**src/rtl/quad8_core.sv**
```systemverilog
module quad8_core (
  input  logic        clk,
  input  logic        rst_n,
  output logic [15:0] addr,
  input  logic [7:0]  din,
  output logic [7:0]  dout,
  output logic        rd,
  output logic        wr,
  output logic        mreq,
  output logic        iorq,
  output logic        dir,
  output logic [1:0]  state
);
  localparam logic [1:0] ST_FETCH = 2'd0, ST_EXEC = 2'd1, ST_BUS = 2'd2;

  logic [1:0]  st, idx;
  logic        step;
  logic [7:0]  r  [4];
  logic [7:0]  ir [4];
  logic [15:0] pc, sp;
  logic        cf, zf, mf;

  function automatic logic [2:0] ilen(input logic [7:0] o);
    case (o)
      8'h00, 8'h10, 8'h18, 8'h19: return 3'd1;
      8'h0A, 8'h0F, 8'h11, 8'h12, 8'h13, 8'h14, 8'h15, 8'h16, 8'h17,
      8'h1A, 8'h1B, 8'h1C: return 3'd3;
      8'h0B, 8'h0C: return 3'd4;
      default: return (o <= 8'h22) ? 3'd2 : 3'd1;
    endcase
  endfunction

  wire [7:0]  op    = ir[0];
  wire [7:0]  fop   = (idx == 2'd0) ? din : ir[0];
  wire [1:0]  rdst  = ir[1][3:2];
  wire [1:0]  rsrc  = ir[1][1:0];
  wire [1:0]  rpr   = ir[1][2:1];
  wire        psel  = ir[1][0];
  wire [7:0]  va    = r[rdst];
  wire [7:0]  vb    = r[rsrc];
  wire [15:0] pv    = psel ? {r[2], r[3]} : {r[0], r[1]};
  wire [15:0] tgt   = {ir[2], ir[1]};
  wire [15:0] abs16 = {ir[3], ir[2]};
  wire [15:0] pnx   = (op == 8'h21) ? pv + 16'd1 : pv - 16'd1;

  logic [7:0] alu_y;
  logic       alu_c;

  always_comb begin
    alu_y = va;
    alu_c = cf;
    case (op)
      8'h01: {alu_c, alu_y} = {1'b0, va} + {1'b0, vb};
      8'h02: {alu_c, alu_y} = {1'b0, va} + {1'b0, vb} + {8'd0, cf};
      8'h03: {alu_c, alu_y} = {1'b0, va} - {1'b0, vb};
      8'h04: {alu_c, alu_y} = {1'b0, va} - {1'b0, vb} - {8'd0, cf};
      8'h05: alu_y = va & vb;
      8'h06: alu_y = va | vb;
      8'h07: alu_y = va ^ vb;
      8'h08: alu_y = ~vb;
      8'h1D: alu_y = vb + 8'd1;
      8'h1E: alu_y = vb - 8'd1;
      default: ;
    endcase
  end

  always_comb begin
    addr = pc; dout = 8'h00;
    rd = 1'b0; wr = 1'b0; mreq = 1'b0; iorq = 1'b0;
    if (st == ST_FETCH) begin
      mreq = 1'b1; rd = 1'b1;
    end else if (st == ST_BUS) begin
      case (op)
        8'h0B: begin addr = abs16; mreq = 1'b1; rd = 1'b1; end
        8'h0C: begin addr = abs16; mreq = 1'b1; wr = 1'b1; dout = vb; end
        8'h0D: begin addr = sp; mreq = 1'b1; wr = 1'b1; dout = vb; end
        8'h0E, 8'h10: begin addr = sp; mreq = 1'b1; rd = 1'b1; end
        8'h0F: begin addr = sp; mreq = 1'b1; wr = 1'b1; dout = step ? pc[7:0] : pc[15:8]; end
        8'h1A: begin addr = {8'h00, ir[2]}; iorq = 1'b1; rd = 1'b1; end
        8'h1B: begin addr = {8'h00, ir[2]}; iorq = 1'b1; wr = 1'b1; dout = vb; end
        8'h1F: begin addr = pv; mreq = 1'b1; rd = 1'b1; end
        8'h20: begin addr = pv; mreq = 1'b1; wr = 1'b1; dout = r[rpr]; end
        default: ;
      endcase
    end
  end

  assign dir   = ~wr;
  assign state = st;

  always_ff @(posedge clk) begin
    if (!rst_n) begin
      st <= ST_FETCH; idx <= 2'd0; step <= 1'b0;
      pc <= 16'h0000; sp <= 16'h0000;
      cf <= 1'b0; zf <= 1'b0; mf <= 1'b0;
      for (int i = 0; i < 4; i++) begin
        r[i]  <= 8'h00;
        ir[i] <= 8'h00;
      end
    end else begin
      case (st)
        ST_FETCH: begin
          ir[idx] <= din;
          pc <= pc + 16'd1;
          if ({1'b0, idx} + 3'd1 == ilen(fop)) begin
            idx <= 2'd0;
            st  <= ST_EXEC;
          end else begin
            idx <= idx + 2'd1;
          end
        end
        ST_EXEC: begin
          st <= ST_FETCH;
          step <= 1'b0;
          case (op)
            8'h01, 8'h02, 8'h03, 8'h04: begin
              r[rdst] <= alu_y; cf <= alu_c; zf <= (alu_y == 8'h00); mf <= alu_y[7];
            end
            8'h05, 8'h06, 8'h07: begin
              r[rdst] <= alu_y; zf <= (alu_y == 8'h00); mf <= alu_y[7];
            end
            8'h08, 8'h1D, 8'h1E: begin
              r[rsrc] <= alu_y; zf <= (alu_y == 8'h00); mf <= alu_y[7];
            end
            8'h09: r[rdst] <= vb;
            8'h0A: r[rsrc] <= ir[2];
            8'h0B, 8'h0C, 8'h0E, 8'h10, 8'h1A, 8'h1B, 8'h1F, 8'h20: st <= ST_BUS;
            8'h0D, 8'h0F: begin sp <= sp - 16'd1; st <= ST_BUS; end
            8'h11: pc <= tgt;
            8'h12: if (cf)  pc <= tgt;
            8'h13: if (!cf) pc <= tgt;
            8'h14: if (mf)  pc <= tgt;
            8'h15: if (!mf) pc <= tgt;
            8'h16: if (zf)  pc <= tgt;
            8'h17: if (!zf) pc <= tgt;
            8'h18: cf <= 1'b1;
            8'h19: cf <= 1'b0;
            8'h1C: sp <= tgt;
            8'h21, 8'h22: begin
              if (psel) begin r[2] <= pnx[15:8]; r[3] <= pnx[7:0]; end
              else      begin r[0] <= pnx[15:8]; r[1] <= pnx[7:0]; end
            end
            default: ;
          endcase
        end
        default: begin
          st <= ST_FETCH;
          case (op)
            8'h0B, 8'h1A: r[rsrc] <= din;
            8'h0E: begin r[rsrc] <= din; sp <= sp + 16'd1; end
            8'h1F: r[rpr] <= din;
            8'h0F: begin
              if (!step) begin sp <= sp - 16'd1; step <= 1'b1; st <= ST_BUS; end
              else pc <= tgt;
            end
            8'h10: begin
              sp <= sp + 16'd1;
              if (!step) begin pc[7:0] <= din; step <= 1'b1; st <= ST_BUS; end
              else pc[15:8] <= din;
            end
            default: ;
          endcase
        end
      endcase
    end
  end
endmodule

```
**config.mk**
```make
export PLATFORM = sky130hd
export DESIGN_NAME = quad8_core
export DESIGN_NICKNAME = d
export VERILOG_FILES = /design/src/rtl/quad8_core.sv
export SDC_FILE = /design/constraint.sdc
export NUM_CORES = 1
export LEC_CHECK = 0
export ABC_AREA = 1
export BUFFER_PORTS_ARGS = -buffer_cell sky130_fd_sc_hd__buf_2
export CAP_MARGIN = 20
export CORE_AREA = 5 5 143 282
export CTS_CLUSTER_DIAMETER = 40
export DETAILED_ROUTE_END_ITERATION = 16
export DIE_AREA = 0 0 148 287
export PLACE_DENSITY = 0.5
export SYNTH_ARGS = -nofsm -noshare
export SYNTH_HDL_FRONTEND = slang
export SYNTH_SLANG_ARGS = --single-unit
```
**constraint.sdc**
```tcl
create_clock -name clk -period 4.2 [get_ports clk]
set_input_delay 0.84 -clock clk [delete_from_list [all_inputs] [get_ports clk]]
set_output_delay 0.84 -clock clk [all_outputs]
set_load 0.005 [all_outputs]
```
# Yosys cells after proc, flatten, opt, wreduce, memory -nomap -nowiden
# Memories as Yosys holds them, arrays and structs flattened.
# Cells that the tools add are included.
# classes
bitwise_logic	15
add_sub_neg	13
n_shift	0
n_div	0
muxes	120
n_eq_ne	68
order_cmp	1
n_mul	0
reduce_logical	40
# ops
cell	count
== test 8 x 5 -> 1 bit, second input constant	29
2-to-1 mux 16 bit	12
case mux 16 bit (2 select lines)	5
2-to-1 mux 8 bit	19
case mux 16 bit (7 select lines)	1
== test 8 x 4 -> 1 bit, second input constant	12
case mux 8 bit (10 select lines)	1
case mux 16 bit (4 select lines)	1
2-to-1 mux 1 bit	63
adder 16 x 1 -> 16 bit, second input constant	3
OR reduction 8 bit	5
== test 8 x 3 -> 1 bit, second input constant	4
subtractor 16 x 1 -> 16 bit, second input constant	2
== test 8 x 6 -> 1 bit, second input constant	3
case mux 8 bit (3 select lines)	1
!= test 3 bit, second input constant	7
2-to-1 mux 2 bit	10
AND reduction 10 bit	2
OR reduction 10 bit	2
OR reduction 2 bit	10
== test 8 x 2 -> 1 bit, second input constant	2
zero test 8 bit	2
OR reduction 12 bit	1
OR reduction 4 bit	3
40 further kinds	57
# word_totals
inputBits	10
rom_bits	0
mem_count	2
latchBits	0
reg_bits	40
ram_bits	64
output_inout_bits	31
# memory_table
name	words	word_bits	rd	rd_clocked_by_memory_dff	wr	line_no	text
ir	4	8	4	0	4	19	logic [7:0] ir [4];
r	4	8	7	0	4	18	logic [7:0] r [4];

# Logic depth before layout (Yosys ltp)
# depth
ltp_word	12
mapped_depth	31
mapped_depth_nobuf	30

# Worst setup path after synthesis
# OpenSTA, ideal clock, no wires.
# synth_timing
kind	register to register
start	memory ir[1][0]
end	memory r[1][2], data pin
required_time_ps	3945
slack_ps	678
path_stages_with_launch	19
path_buffers	1
arrival_time_ps	3267
cell_sequence	edfxtp_1 inv_1 buf_2 nor2_1 a21oi_1 a21boi_0 inv_1 fa_1 ha_1 or2_2 nand3_1 o21ai_0 nor2_1 nand4_1 nor3_1 o21ai_0 o211ai_1 o21ai_0 and2_1
# synth_lines
element	line_no
start: declaration	19
end: declaration	18

==> impl_metrics.ini <==
[drt]
vias = 13100
drtIter0Drc = 852
detail_route.first_pass.iterations = 6
drtAntennaViolNets = 0
wl_per_cell_um = 24.1
wl_um = 57300
detail_route.vias_per_cell = 5.50
drc_errors = 0

[worst_setup_path]
critPathMaxFanout = 5
crit_chain = buf_4 -> nor2_1 -> inv_1 -> a32oi_2 -> inv_1 -> buf_4 -> ha_1 -> ha_1 -> ha_1 -> or2_2 -> nand3_1 -> o21ai_0 -> nor2_1 -> nand4_1 -> nor3_1 -> o21ai_0 -> o211ai_1 -> o21ai_2 -> and2_1
critPathSlowestCell = edfxtp_1
cp.required_ns = 4.34
worst_setup_path_end_kind = flop
worst_path_largest_cell_delay_ns = 0.48
critPathLaunchType = flop
path_common_cell = ha_1
crit_type = flop to flop
worstPathBufferInverterCount = 4
critPathArrivalTime_ns = 4.14
cpLargestDelayFamily = simple AND/OR/NAND/NOR gates

[die]
dieArea_um2 = 42500
row_count = 101
io_pins = 41
die_height_um = 287
coreArea_um2 = 37800
start_util = 0.298
die_w_um = 148

[power_and_ir_drop]
p_leak_nw = 5.92
power_mw = 7.06
power.density_nw_per_um2 = 536
ir_drop_v = 0.000202

[finish]
nFillCells = 4151
final_area_um2 = 13200
final_cells = 2376
fin_util = 0.349
syn_to_final_growth_pct = 17.1
drive_gt1_frac = 0.161
final_nets = 1974
multiInputGateArea_um2 = 7490
seqCellArea_um2 = 2720

[synth]
synth_cells = 1793
yosysWarnings = 0
ys_seq_elements = 104
syn_avg_cell_area_um2 = 6.28
synth_common_cells = 473 x nand2_1, 222 x inv_1, 205 x nor2_1, 116 x o21ai_0, 109 x a21oi_1
synth_edf_count = 64
seq_area_frac_synth = 0.242
synth_area_um2 = 11300
synth_top_area_share = 0.171
ys_types = 57
synthTopCellsByArea = edfxtp_1 17%, nand2_1 16%, inv_1 7.4%
synth_top_area_cell = edfxtp_1
synth_ff_type = edfxtp_1
synth.most_common_cell = nand2_1
syn-num-nets = 1860
ys_async_sr_fraction = 0

[clock_tree]
cts.hold.buffers_added = 0
cts_tree = yes
clk_pin_slew_ns = 0.08
cts_max_path_buffers = 2
worstSkewPairLatency_ns = 0.38
clock-sinks = 104
cts_buffers = 9
htree_levels = 3
cts_root_buf = clkbuf_16

[sta]
timing.hold.ws_ns = 0.500
final.setup.tns_ns = 0
fmax_mhz = 250
finalMaxSlewViolations = 0
fin_crit_sh = 0.951
worst_slew_pin_slew_ns = 1.10
hold_viol_final = 0
period_needed_ns = 3.99
setup_ws_ns = 0.206
setup_viol = 0
slew_headroom = 0.259
clock_skew_ns = 0.00892

[grt]
grtUsageMet1 = 0.243
grt_pass1_wl_um = 82600
grt_max_degree = 40
groute.layer.met3.usage = 0.0286
met2_usage = 0.497
antenna_found_initial = 0
grt_usage = 0.265
gr-max-usage-layer = met2
overflow = 0
grt_pass1_vias = 12900

[min_path]
hp-class = flop to flop

[placement]
io_buffers = 40
hpwl_um = 47500
dp_slack_ns = -0.164
dp.cells = 2352
gp_congestion = 1.05
place_area_um2 = 12600

[flow_run]
max-cap-violations = 0

[outcome]
outcome = completed
-- worst paths after layout --
kind,from,endpoint,slack [ns],cells after the start
max,ir[1][2],r[1][2],0.21,19
min,zf,zf,0.50,2
max reg2reg,ir[1][2],r[1][2],0.21,19
min reg2reg,zf,zf,0.50,2
-- flip-flops by register name, indices dropped and copies added, names as in the netlist --
name   count
cf         1
r         32
ir        32
sp        16
zf         1
step       1
mf         1
idx        2
state      2
pc        16
-- power breakdown --
part | total (mW) | internal [mW] | switching [mW]
Sequential | 1.51 | 1.28 | 0.229
Clock | 0.895 | 0.420 | 0.475
Combinational | 4.65 | 1.53 | 3.13
-- cell families after synthesis --
group	synth area share
DFF	0.242
buffers and inverters	0.107
xor gates and xnor gates	0.0265
AOI/OAI and AO/OA	0.216
adders and majority gates	0.0660
and+or+nand+nor	0.342
-- layer usage --
layer / routed length [µm] / vias to the layer above / share of wire
met3: 2270 / 223 / 0.040
met5: 0 / - / 0
met2: 29900 / 539 / 0.52
li1: - / 6229 / -
met1: 18200 / 6088 / 0.32
met4: 6850 / 0 / 0.12
-- layout make-up --
type | instances | share of cell area
Multi-Input combinational cell | 1378 | 0.569
Sequential cell | 104 | 0.207
Tap cell | 463 | 0.0440
Clock inverter | 6 | 0.00475
Inverter | 254 | 0.0732
Antenna cell | 1 | 0.000190
Clock buffer | 10 | 0.0174
Timing Repair Buffer | 160 | 0.0854
-- cells in the final DEF (no fill, tap or decap), types with 27 or more instances in the layout --
cell,count
nor2_1,196
o21ai_0,115
ha_1,49
o211ai_1,33
buf_4,116
nor3_1,30
buf_2,40
nand4_1,27
nand3_1,89
a31oi_1,30
inv_1,217
dfxtp_1,40
nand2_1,460
edfxtp_1,64
inv_2,29
a21oi_1,107
-- worst register-to-register path, stage by stage (launching register included) --
cell and delay, ns:
edfxtp_1 0.48, buf_4 0.18, nor2_1 0.09, inv_1 0.05, a32oi_2 0.29, inv_1 0.10, buf_4 0.16, ha_1 0.32
ha_1 0.22, ha_1 0.21, or2_2 0.30, nand3_1 0.06, o21ai_0 0.11, nor2_1 0.12, nand4_1 0.12, nor3_1 0.20
o21ai_0 0.23, o211ai_1 0.17, o21ai_2 0.15, and2_1 0.18
-- what timing repair did --
item / in CTS / in global routing
endpoints found under the setup margin: 23 / 45
resized for setup: 5 / 51
buffers inserted: 2 / 5
pin swaps: 0 / 6
hold endpoints to repair: 0 / 0
No activity file was read; power rests on OpenSTA's default activity.
